[config.mk]
export PLATFORM = sky130hd
export DESIGN_NAME = qspi_phase_seq
export DESIGN_NICKNAME = d
export VERILOG_FILES = /design/src/rtl/qspi_seq_pkg.sv /design/src/rtl/qspi_lane_shift.sv /design/src/rtl/qspi_seq_ctrl.sv /design/src/rtl/qspi_phase_seq.sv
export SDC_FILE = /design/constraint.sdc
export NUM_CORES = 1
export LEC_CHECK = 0
export ABC_AREA = 1
export CAP_MARGIN = 5
export CORE_ASPECT_RATIO = 0.6
export CORE_MARGIN = 1.5
export CORE_UTILIZATION = 49
export CTS_CLUSTER_DIAMETER = 50
export CTS_CLUSTER_SIZE = 14
export DETAILED_ROUTE_END_ITERATION = 16
export GPL_ROUTABILITY_DRIVEN = 0
export GPL_TIMING_DRIVEN = 0
export PLACE_DENSITY = 0.83
export SKIP_CTS_REPAIR_TIMING = 1
export SLEW_MARGIN = 20
export SYNTH_ARGS = -nofsm -noshare
export SYNTH_HDL_FRONTEND = slang
export SYNTH_SLANG_ARGS = --single-unit
[constraint.sdc]
create_clock -name clk -period 2.3 [get_ports clk]
set_input_delay 0.23 -clock clk [delete_from_list [all_inputs] [get_ports clk]]
set_output_delay 0.23 -clock clk [all_outputs]
set_load 0.005 [all_outputs]
[src/rtl/qspi_seq_pkg.sv]
package qspi_seq_pkg;

  typedef enum logic [1:0] {ST_IDLE, ST_LOAD, ST_SHIFT, ST_END} seq_state_e;
  typedef enum logic [1:0] {PH_OPC, PH_ADR, PH_DAT, PH_FIN} seq_phase_e;

  typedef struct packed {
    logic [3:0] adr_n;
    logic [3:0] opc_n;
    logic       nodata;
    logic       wide;
    logic       rx_dir;
    logic [1:0] pmode;
  } op_cfg_t;

  function automatic op_cfg_t unpack_cfg(input logic [15:0] w);
    op_cfg_t c;
    c.pmode  = w[1:0];
    c.rx_dir = w[2];
    c.wide   = w[4];
    c.nodata = w[5];
    c.opc_n  = w[11:8];
    c.adr_n  = w[15:12];
    return c;
  endfunction

  function automatic logic [2:0] mode_lanes(input logic [1:0] m);
    case (m)
      2'd0:    return 3'd1;
      2'd1:    return 3'd2;
      default: return 3'd4;
    endcase
  endfunction

  function automatic logic [2:0] last_slot(input logic [2:0] lanes);
    case (lanes)
      3'd1:    return 3'd7;
      3'd2:    return 3'd3;
      default: return 3'd1;
    endcase
  endfunction

  function automatic seq_phase_e phase_after(input op_cfg_t c, input seq_phase_e from);
    seq_phase_e r;
    r = PH_FIN;
    if (from == PH_FIN && c.opc_n != 4'd0)
      r = PH_OPC;
    else if ((from == PH_FIN || from == PH_OPC) && c.adr_n != 4'd0)
      r = PH_ADR;
    else if (from != PH_DAT && !c.nodata)
      r = PH_DAT;
    return r;
  endfunction

endpackage

[src/rtl/qspi_lane_shift.sv]
module qspi_lane_shift
  import qspi_seq_pkg::*;
(
  input  logic       clk,
  input  logic       rst_n,
  input  logic       load_i,
  input  logic [7:0] byte_i,
  input  logic       shift_i,
  input  logic       sample_i,
  input  logic [2:0] lanes_i,
  input  logic [3:0] io_in_i,
  output logic [3:0] bits_o,
  output logic [7:0] rx_byte_o
);

  logic [7:0] tx_q, tx_d;
  logic [7:0] rx_q, rx_d;

  always_comb begin
    tx_d = tx_q;
    if (load_i) begin
      tx_d = byte_i;
    end else if (shift_i) begin
      case (lanes_i)
        3'd1:    tx_d = {tx_q[6:0], 1'b0};
        3'd2:    tx_d = {tx_q[5:0], 2'b00};
        default: tx_d = {tx_q[3:0], 4'b0000};
      endcase
    end
  end

  always_comb begin
    rx_d = rx_q;
    if (sample_i) begin
      case (lanes_i)
        3'd1:    rx_d = {rx_q[6:0], io_in_i[1]};
        3'd2:    rx_d = {rx_q[5:0], io_in_i[1:0]};
        default: rx_d = {rx_q[3:0], io_in_i[3:0]};
      endcase
    end
  end

  always_ff @(posedge clk or negedge rst_n) begin
    if (!rst_n) begin
      tx_q <= 8'h00;
      rx_q <= 8'h00;
    end else begin
      if (load_i || shift_i) tx_q <= tx_d;
      if (sample_i)          rx_q <= rx_d;
    end
  end

  always_comb begin
    case (lanes_i)
      3'd1:    bits_o = {3'b000, tx_q[7]};
      3'd2:    bits_o = {2'b00, tx_q[7:6]};
      default: bits_o = tx_q[7:4];
    endcase
  end

  assign rx_byte_o = rx_q;

  assert_no_load_while_shift_R6: assert property (@(posedge clk) disable iff (!rst_n)
    load_i |-> !(shift_i || sample_i));

endmodule

[src/rtl/qspi_seq_ctrl.sv]
module qspi_seq_ctrl
  import qspi_seq_pkg::*;
#(
  parameter int PKT_W  = 16,
  parameter int LOOP_W = 8
) (
  input  logic              clk,
  input  logic              rst_n,
  input  logic              start_i,
  input  logic [15:0]       cfg_i,
  input  logic [PKT_W-1:0]  pkt_len_m1_i,
  input  logic [LOOP_W-1:0] pkt_cnt_m1_i,
  input  logic              tick_i,
  input  logic              tx_valid_i,
  output logic              tx_ready_o,
  output logic              load_o,
  output logic              shift_o,
  output logic              sample_o,
  output logic [2:0]        lanes_o,
  output logic              drive_o,
  output logic              sck_o,
  output logic              cs_n_o,
  output logic              done_o,
  output logic              rx_valid_o
);

  seq_state_e        st_q, st_d;
  seq_phase_e        ph_q, ph_d;
  op_cfg_t           cfg_q, cfg_d, cfg_in;
  logic [3:0]        hdr_q, hdr_d;
  logic [PKT_W-1:0]  len_q, len_d, bcnt_q, bcnt_d;
  logic [LOOP_W-1:0] pcnt_q, pcnt_d;
  logic [2:0]        slot_q, slot_d;
  logic              sck_q, sck_d;
  logic              rxv_q, rxv_d;
  logic              accept, rx_phase, need_tx, rise_ev, fall_ev;

  assign cfg_in   = unpack_cfg(cfg_i);
  assign accept   = start_i && cfg_i[3] && (cfg_i[7:6] == 2'b00);
  assign rx_phase = (ph_q == PH_DAT) && cfg_q.rx_dir;
  assign need_tx  = !rx_phase;
  assign rise_ev  = (st_q == ST_SHIFT) && tick_i && !sck_q;
  assign fall_ev  = (st_q == ST_SHIFT) && tick_i && sck_q;

  always_comb begin
    case (ph_q)
      PH_OPC:  lanes_o = 3'd1;
      PH_ADR:  lanes_o = cfg_q.wide ? 3'd1 : mode_lanes(cfg_q.pmode);
      default: lanes_o = mode_lanes(cfg_q.pmode);
    endcase
  end

  assign tx_ready_o = (st_q == ST_LOAD) && need_tx;
  assign load_o     = tx_ready_o && tx_valid_i;
  assign shift_o    = fall_ev && (slot_q != 3'd0);
  assign sample_o   = rise_ev;
  assign drive_o    = ((st_q == ST_LOAD) || (st_q == ST_SHIFT)) && need_tx;
  assign sck_o      = sck_q;
  assign cs_n_o     = (st_q == ST_IDLE) || (st_q == ST_END);
  assign done_o     = (st_q == ST_END);
  assign rx_valid_o = rxv_q;

  always_comb begin
    st_d   = st_q;
    ph_d   = ph_q;
    cfg_d  = cfg_q;
    hdr_d  = hdr_q;
    len_d  = len_q;
    bcnt_d = bcnt_q;
    pcnt_d = pcnt_q;
    slot_d = slot_q;
    sck_d  = sck_q;
    rxv_d  = 1'b0;
    case (st_q)
      ST_IDLE: begin
        if (accept) begin
          cfg_d  = cfg_in;
          len_d  = pkt_len_m1_i;
          bcnt_d = pkt_len_m1_i;
          pcnt_d = pkt_cnt_m1_i;
          ph_d   = phase_after(cfg_in, PH_FIN);
          hdr_d  = (ph_d == PH_OPC) ? cfg_in.opc_n : cfg_in.adr_n;
          st_d   = (ph_d == PH_FIN) ? ST_END : ST_LOAD;
        end
      end
      ST_LOAD: begin
        if (!need_tx || tx_valid_i) begin
          st_d   = ST_SHIFT;
          slot_d = last_slot(lanes_o);
        end
      end
      ST_SHIFT: begin
        if (rise_ev) sck_d = 1'b1;
        if (fall_ev) begin
          sck_d = 1'b0;
          if (slot_q != 3'd0) begin
            slot_d = slot_q - 3'd1;
          end else begin
            if (ph_q == PH_DAT) begin
              rxv_d = cfg_q.rx_dir;
              if (bcnt_q == '0) begin
                if (pcnt_q == '0) begin
                  ph_d = PH_FIN;
                end else begin
                  pcnt_d = pcnt_q - 1'b1;
                  bcnt_d = len_q;
                end
              end else begin
                bcnt_d = bcnt_q - 1'b1;
              end
            end else if (hdr_q == 4'd1) begin
              ph_d  = phase_after(cfg_q, ph_q);
              hdr_d = cfg_q.adr_n;
            end else begin
              hdr_d = hdr_q - 4'd1;
            end
            st_d = (ph_d == PH_FIN) ? ST_END : ST_LOAD;
          end
        end
      end
      default: st_d = ST_IDLE;
    endcase
  end

  always_ff @(posedge clk or negedge rst_n) begin
    if (!rst_n) begin
      st_q   <= ST_IDLE;
      ph_q   <= PH_FIN;
      cfg_q  <= '0;
      hdr_q  <= '0;
      len_q  <= '0;
      bcnt_q <= '0;
      pcnt_q <= '0;
      slot_q <= '0;
      sck_q  <= 1'b0;
      rxv_q  <= 1'b0;
    end else begin
      st_q   <= st_d;
      ph_q   <= ph_d;
      cfg_q  <= cfg_d;
      hdr_q  <= hdr_d;
      len_q  <= len_d;
      bcnt_q <= bcnt_d;
      pcnt_q <= pcnt_d;
      slot_q <= slot_d;
      sck_q  <= sck_d;
      rxv_q  <= rxv_d;
    end
  end

  assert_stall_hold_R10: assert property (@(posedge clk) disable iff (!rst_n)
    (tx_ready_o && !tx_valid_i) |=> (tx_ready_o && !sck_q));

  assert_done_single_R11: assert property (@(posedge clk) disable iff (!rst_n)
    done_o |=> !done_o);

  assert_done_sck_low_R11: assert property (@(posedge clk) disable iff (!rst_n)
    done_o |-> !sck_q);

  assert_rx_strobe_dir_R5: assert property (@(posedge clk) disable iff (!rst_n)
    rxv_q |-> (cfg_q.rx_dir && !cfg_q.nodata));

endmodule

[src/rtl/qspi_phase_seq.sv]
module qspi_phase_seq
  import qspi_seq_pkg::*;
#(
  parameter int PKT_W  = 16,
  parameter int LOOP_W = 8
) (
  input  logic              clk,
  input  logic              rst_n,
  input  logic              start_i,
  input  logic [15:0]       cfg_i,
  input  logic [PKT_W-1:0]  pkt_len_m1_i,
  input  logic [LOOP_W-1:0] pkt_cnt_m1_i,
  input  logic              sck_tick_i,
  input  logic [7:0]        tx_data_i,
  input  logic              tx_valid_i,
  output logic              tx_ready_o,
  output logic [7:0]        rx_data_o,
  output logic              rx_valid_o,
  output logic [3:0]        io_out_o,
  output logic [3:0]        io_oe_o,
  input  logic [3:0]        io_in_i,
  output logic              sck_o,
  output logic              cs_n_o,
  output logic              done_o
);

  localparam int NLANE = 4;

  logic [1:0] rst_sync_q;
  logic       rst_n_s;
  logic       load, shift, sample, drive;
  logic [2:0] lanes;

  always_ff @(posedge clk or negedge rst_n) begin
    if (!rst_n) rst_sync_q <= 2'b00;
    else        rst_sync_q <= {rst_sync_q[0], 1'b1};
  end
  assign rst_n_s = rst_sync_q[1];

  qspi_seq_ctrl #(.PKT_W(PKT_W), .LOOP_W(LOOP_W)) ctrl_i (
    .clk          (clk),
    .rst_n        (rst_n_s),
    .start_i      (start_i),
    .cfg_i        (cfg_i),
    .pkt_len_m1_i (pkt_len_m1_i),
    .pkt_cnt_m1_i (pkt_cnt_m1_i),
    .tick_i       (sck_tick_i),
    .tx_valid_i   (tx_valid_i),
    .tx_ready_o   (tx_ready_o),
    .load_o       (load),
    .shift_o      (shift),
    .sample_o     (sample),
    .lanes_o      (lanes),
    .drive_o      (drive),
    .sck_o        (sck_o),
    .cs_n_o       (cs_n_o),
    .done_o       (done_o),
    .rx_valid_o   (rx_valid_o)
  );

  qspi_lane_shift shift_i (
    .clk       (clk),
    .rst_n     (rst_n_s),
    .load_i    (load),
    .byte_i    (tx_data_i),
    .shift_i   (shift),
    .sample_i  (sample),
    .lanes_i   (lanes),
    .io_in_i   (io_in_i),
    .bits_o    (io_out_o),
    .rx_byte_o (rx_data_o)
  );

  for (genvar k = 0; k < NLANE; k++) begin : g_oe
    assign io_oe_o[k] = drive && (32'(k) < 32'(lanes));
  end

  assert_sck_idle_low_R9: assert property (@(posedge clk) disable iff (!rst_n_s)
    cs_n_o |-> !sck_o);

  assert_out_hold_high_R9: assert property (@(posedge clk) disable iff (!rst_n_s)
    (sck_o && $past(sck_o)) |-> $stable(io_out_o));

  assert_rx_released_R5: assert property (@(posedge clk) disable iff (!rst_n_s)
    rx_valid_o |-> (io_oe_o == 4'b0000));

endmodule

==> results of run 1 <==
report_power, final:
group          internal, mW  switching, mW  total [mW]
logic                  1.75           2.44        4.18
registers              2.18          0.496        2.68
clock network         0.892          0.579        1.47
total                  4.82           3.51        8.34
cells in the final DEF (no fill, tap or decap), types with 11 or more instances in the layout:
cell type                           n
sky130_fd_sc_hd__dfrtp_1           81
sky130_fd_sc_hd__clkdlybuf4s50_1   69
sky130_fd_sc_hd__nand2_1          109
sky130_fd_sc_hd__o21ai_0           62
sky130_fd_sc_hd__inv_1             75
sky130_fd_sc_hd__mux2_2            14
sky130_fd_sc_hd__o22ai_1           19
sky130_fd_sc_hd__a21oi_1           37
sky130_fd_sc_hd__ha_1              11
sky130_fd_sc_hd__nor2_1            78
sky130_fd_sc_hd__buf_4             14
sky130_fd_sc_hd__nand3_1           21
cell type report:
class / count / share of cell area (%)
multi-input cells: 438 / 38.18
flip-flops and latches: 84 / 33.25
repair buffers: 89 / 14.09
inverters: 85 / 5.111
clock buffers: 11 / 3.986
well taps: 130 / 2.565
plain buffers: 21 / 2.032
clock inverters: 5 / 0.7893
routing by layer:
metal / part of all wire [%] / GRT usage [%]
met5: 0 / 0
met4: 1.6 / 8.667
met3: 10 / 6.439
met2: 44 / 37.84
met1: 44 / 36.11
registers in the layout (all words and copies together) (netlist names):
name / cells
ctrl_i.cfg_q: 13
shift_i.rx_byte_o: 8
ctrl_i.bcnt_q: 16
ctrl_i.hdr_q: 4
rst_sync_q: 2
ctrl_i.len_q: 16
ctrl_i.pcnt_q: 8
shift_i.tx_q: 8
ctrl_i.st_q: 2
ctrl_i.rx_valid_o: 1
ctrl_i.slot_q: 3
ctrl_i.sck_o: 1
ctrl_i.ph_q: 2
cell usage after synthesis (all sizes together):
cell type	n	area [um^2]
a211oi	4	30.03
a21boi	2	15.01
a21oi	38	193.9
a22oi	3	27.52
a31oi	4	25.02
buf	11	67.56
clkbuf	10	37.54
clkinv	1	8.760
conb	1	3.750
dfrtp	82	2052
dfstp	2	52.55
ha	14	175.2
inv	84	315.3
mux2	14	157.7
nand2	117	449.2
nand3	24	130.1
nand3b	1	7.510
nand4	2	12.51
nor2	86	342.8
nor3	4	31.28
nor4	1	6.260
o211ai	9	67.56
o21a	1	7.510
o21ai	73	369.1
o21bai	2	15.01
o221ai	7	61.31
o22ai	19	118.9
o32ai	1	8.760
or2	2	12.51
xnor2	4	35.03
xor2	5	43.79
worst paths after layout:
path,end,cells after the start,slack (ps),start
worst max register to register,shift_i.rx_byte_o[2]$_DFFE_PN0P_,8,40,ctrl_i.st_q[0]$_DFFE_PN0P_
worst min register to register,rst_sync_q[1]$_DFF_PN0_,0,360,rst_sync_q[0]$_DFF_PN0_
worst max-delay path,io_out_o[0],10,-70,ctrl_i.ph_q[0]$_DFFE_PN1P_
max in group asynchronous,ctrl_i.ph_q[1]$_DFFE_PN1P_,1,1220,rst_sync_q[1]$_DFF_PN0_
min in group clk,rst_sync_q[1]$_DFF_PN0_,0,360,rst_sync_q[0]$_DFF_PN0_
worst min-delay path,rst_sync_q[1]$_DFF_PN0_,1,40,rst_n
kinds of logic after synthesis:
kind of cell               Yosys count
muxes                               14
adders and majority gates           14
and+or+nand+nor                    237
DFF                                 84
AOI/OAI and AO/OA                  163
buffers and inverters              106
xor gates and xnor gates             9
other                                1
worst register-to-register path, cell delays in order, from the launching register on:
cell and delay, ps:
sky130_fd_sc_hd__dfrtp_1 420, sky130_fd_sc_hd__inv_1 160, sky130_fd_sc_hd__ha_1 220, sky130_fd_sc_hd__nand2_1 100, sky130_fd_sc_hd__nor2_1 360, sky130_fd_sc_hd__inv_1 120
sky130_fd_sc_hd__clkbuf_1 260, sky130_fd_sc_hd__a211oi_1 370, sky130_fd_sc_hd__a21oi_1 110
through the flow:
step                util, %  cell area, um^2
floorplan                 -             4882
global placement      61.70             5816
detailed placement    61.94             5838
CTS                   65.15             6141
global route          67.28             6341
finish                67.28             6341
==> tab_implementation.tex, run 1 <==
\begin{tabular}{lr}
\hline
Metric & Value \\
\hline
\multicolumn{2}{l}{\textbf{GRT}} \\
\quad Number of global-route vias before repair & 4,328 \\
\quad Initial antenna violation count & 0 \\
\quad Global-route usage over all layers & 25.44\% \\
\quad Largest net degree at the start of global routing & 49 \\
\quad First-pass GRT wire length & 21.18 mm \\
\quad Global route total overflow & 0 \\
\multicolumn{2}{l}{\textbf{Power}} \\
\quad PD cells & 1314 nW/um\^{}2 \\
\quad Leakage power figure & 3.042 nW \\
\quad Max rail drop VDD & 0.0005947 V \\
\quad Pwr Total & 8.335 mW \\
\multicolumn{2}{l}{\textbf{Worst setup path}} \\
\quad Critical setup path kind & reg -> out \\
\quad CP delay by family, top & flip-flops \\
\quad Dominant cell type by count on the critical path & sky130\_fd\_sc\_hd\_\_inv\_2 \\
\quad Crit. End Element & output pin \\
\quad Worst path max stage delay & 540 ps \\
\quad Worst endpoint required time & 2070 ps \\
\quad Slowest stage cell on the critical path & sky130\_fd\_sc\_hd\_\_dfstp\_2 \\
\quad Arrival @ worst endpoint & 2140 ps \\
\quad Buf+Inv Stages, Crit Path & 4 \\
\quad Kind of start point of the critical path & flip-flop \\
\quad Cell chain of the critical path & inv\_2 -> ha\_2 -> o21ai\_4 -> buf\_4 -> nand3\_4 -> nand2\_4 -> inv\_2 -> nand2\_1 -> o221ai\_1 -> dlymetal6s2s\_1 \\
\quad Largest fanout of any net on the critical path & 6 \\
\multicolumn{2}{l}{\textbf{Yosys}} \\
\quad Parity-gate share of the synthesized area counting xor and xnor cells & 1.615\% \\
\quad Netlist cell types & 44 \\
\quad Mux cell area share after synthesis & 3.230\% \\
\quad Combinational family with the most area after synthesis & simple AND/OR/NAND/NOR gates \\
\quad Number of warnings issued by yosys & 0 \\
\quad Compound-cell area share of the yosys netlist & 19.25\% \\
\quad Portion of the post-synthesis area used by sequential elements & 43.12\% \\
\quad Net count of the mapped netlist & 699 \\
\quad Adder-Cell Fraction of Synth Area & 3.589\% \\
\quad Synthesized instance count & 628 \\
\quad Mapped Area & 4881 um\^{}2 \\
\quad Basic-gate share of the synthesized area counting and, or, nand and nor cells & 20.33\% \\
\quad Mean instance size in the synthesized netlist & 7.772 um\^{}2 \\
\quad FF+latch count, synth & 84 \\
\multicolumn{2}{l}{\textbf{Die}} \\
\quad Floorplan die area & 10,590 um\^{}2 \\
\quad Die height & 80.31 um \\
\quad \# IOs & 78 \\
\quad Horizontal die dimension & 131.8 um \\
\quad Row count & 27 \\
\quad Core region area & 9425 um\^{}2 \\
\quad Starting utilization of the core area & 51.79\% \\
\multicolumn{2}{l}{\textbf{Run status}} \\
\quad Status & complete, but fails checks \\
\quad Violated checks & negative setup slack \\
\multicolumn{2}{l}{\textbf{STA}} \\
\quad Minimum setup slack in the final design & -69.26 ps \\
\quad Max-slew headroom & 55.17\% \\
\quad Final number of setup-violating endpoints & 2 \\
\quad Sum of negative setup slack & -87.75 ps \\
\quad Least-Margin Pin Slew & 672.5 ps \\
\quad Hold Slack & 44.84 ps \\
\quad Final hold violations & 0 \\
\quad Unrepaired setup endpoints after global routing & true \\
\quad Count of final max-slew check failures & 0 \\
\quad Crit path time final & 2369 ps \\
\quad Post-route clock skew & 5.901 ps \\
\quad Post-route fraction of the period consumed by the critical path & 103.0\% \\
\quad Upper clock frequency limit & 422.1 MHz \\
\multicolumn{2}{l}{\textbf{Route}} \\
\quad Total vias in the final route & 4,896 \\
\quad Total routed wirelength & 13.76 mm \\
\quad Post-detailed-route count of antenna-violating nets & 0 \\
\quad Iteration count of the initial detailed-routing pass & 7 \\
\quad Detailed Route Iter0 Violations & 576 \\
\quad DRC viols & 0 \\
\quad Routed via count divided by cell count & 5.673 \\
\quad Wire per inst & 15.95 um \\
\multicolumn{2}{l}{\textbf{Finish}} \\
\quad Fraction of final layout cells sized beyond drive strength 1 & 12.96\% \\
\quad Area of the multi-input gates & 2421 um\^{}2 \\
\quad Layout filler cell count & 739 \\
\quad FF+latch area & 2108 um\^{}2 \\
\quad Diodes inserted & 0 \\
\quad Final nets & 799 \\
\quad Area growth from synthesis to layout & 29.92\% \\
\quad Non-Filler Instances & 863 \\
\multicolumn{2}{l}{\textbf{Placed design}} \\
\quad Placement Setup Slack & -401.7 ps \\
\quad Inst Count DP & 836 \\
\quad Final HPWL DP & 9.716 mm \\
\quad Buffers on Ports & 77 \\
\multicolumn{2}{l}{\textbf{Flow run}} \\
\quad \# Max-Cap Violations & 0 \\
\multicolumn{2}{l}{\textbf{Clock tree}} \\
\quad Clock transition at the register clock pins on the worst setup and hold paths after CTS & 60 ps \\
\quad Clock latency on the worst-skew pair & 340 ps \\
\quad CTS tree & built \\
\quad Maximum level of the CTS H-tree & 3 \\
\quad Num Clock Sinks & 84 \\
\quad Number of CTS-inserted buffers & 9 \\
\quad Clock Root Buffer & sky130\_fd\_sc\_hd\_\_clkbuf\_16 \\
\quad Number of buffers between clock root and the deepest sink & 2 \\
\multicolumn{2}{l}{\textbf{Hold path}} \\
\quad Path category of the worst min-delay check & in -> async \\
\hline
\end{tabular}
(Power assumes the default switching activity.)
==> run 2: changes to the inputs <==
--- a/config.mk
+++ b/config.mk
@@ -6,6 +6,7 @@
 export NUM_CORES = 1
 export LEC_CHECK = 0
 export ABC_AREA = 1
+export ABC_CLOCK_PERIOD_IN_PS = 2300
 export CAP_MARGIN = 5
 export CORE_ASPECT_RATIO = 0.6
 export CORE_MARGIN = 1.5
==> results of run 2 <==
The final DEF is identical to that of run 1; final timing and power are the same.
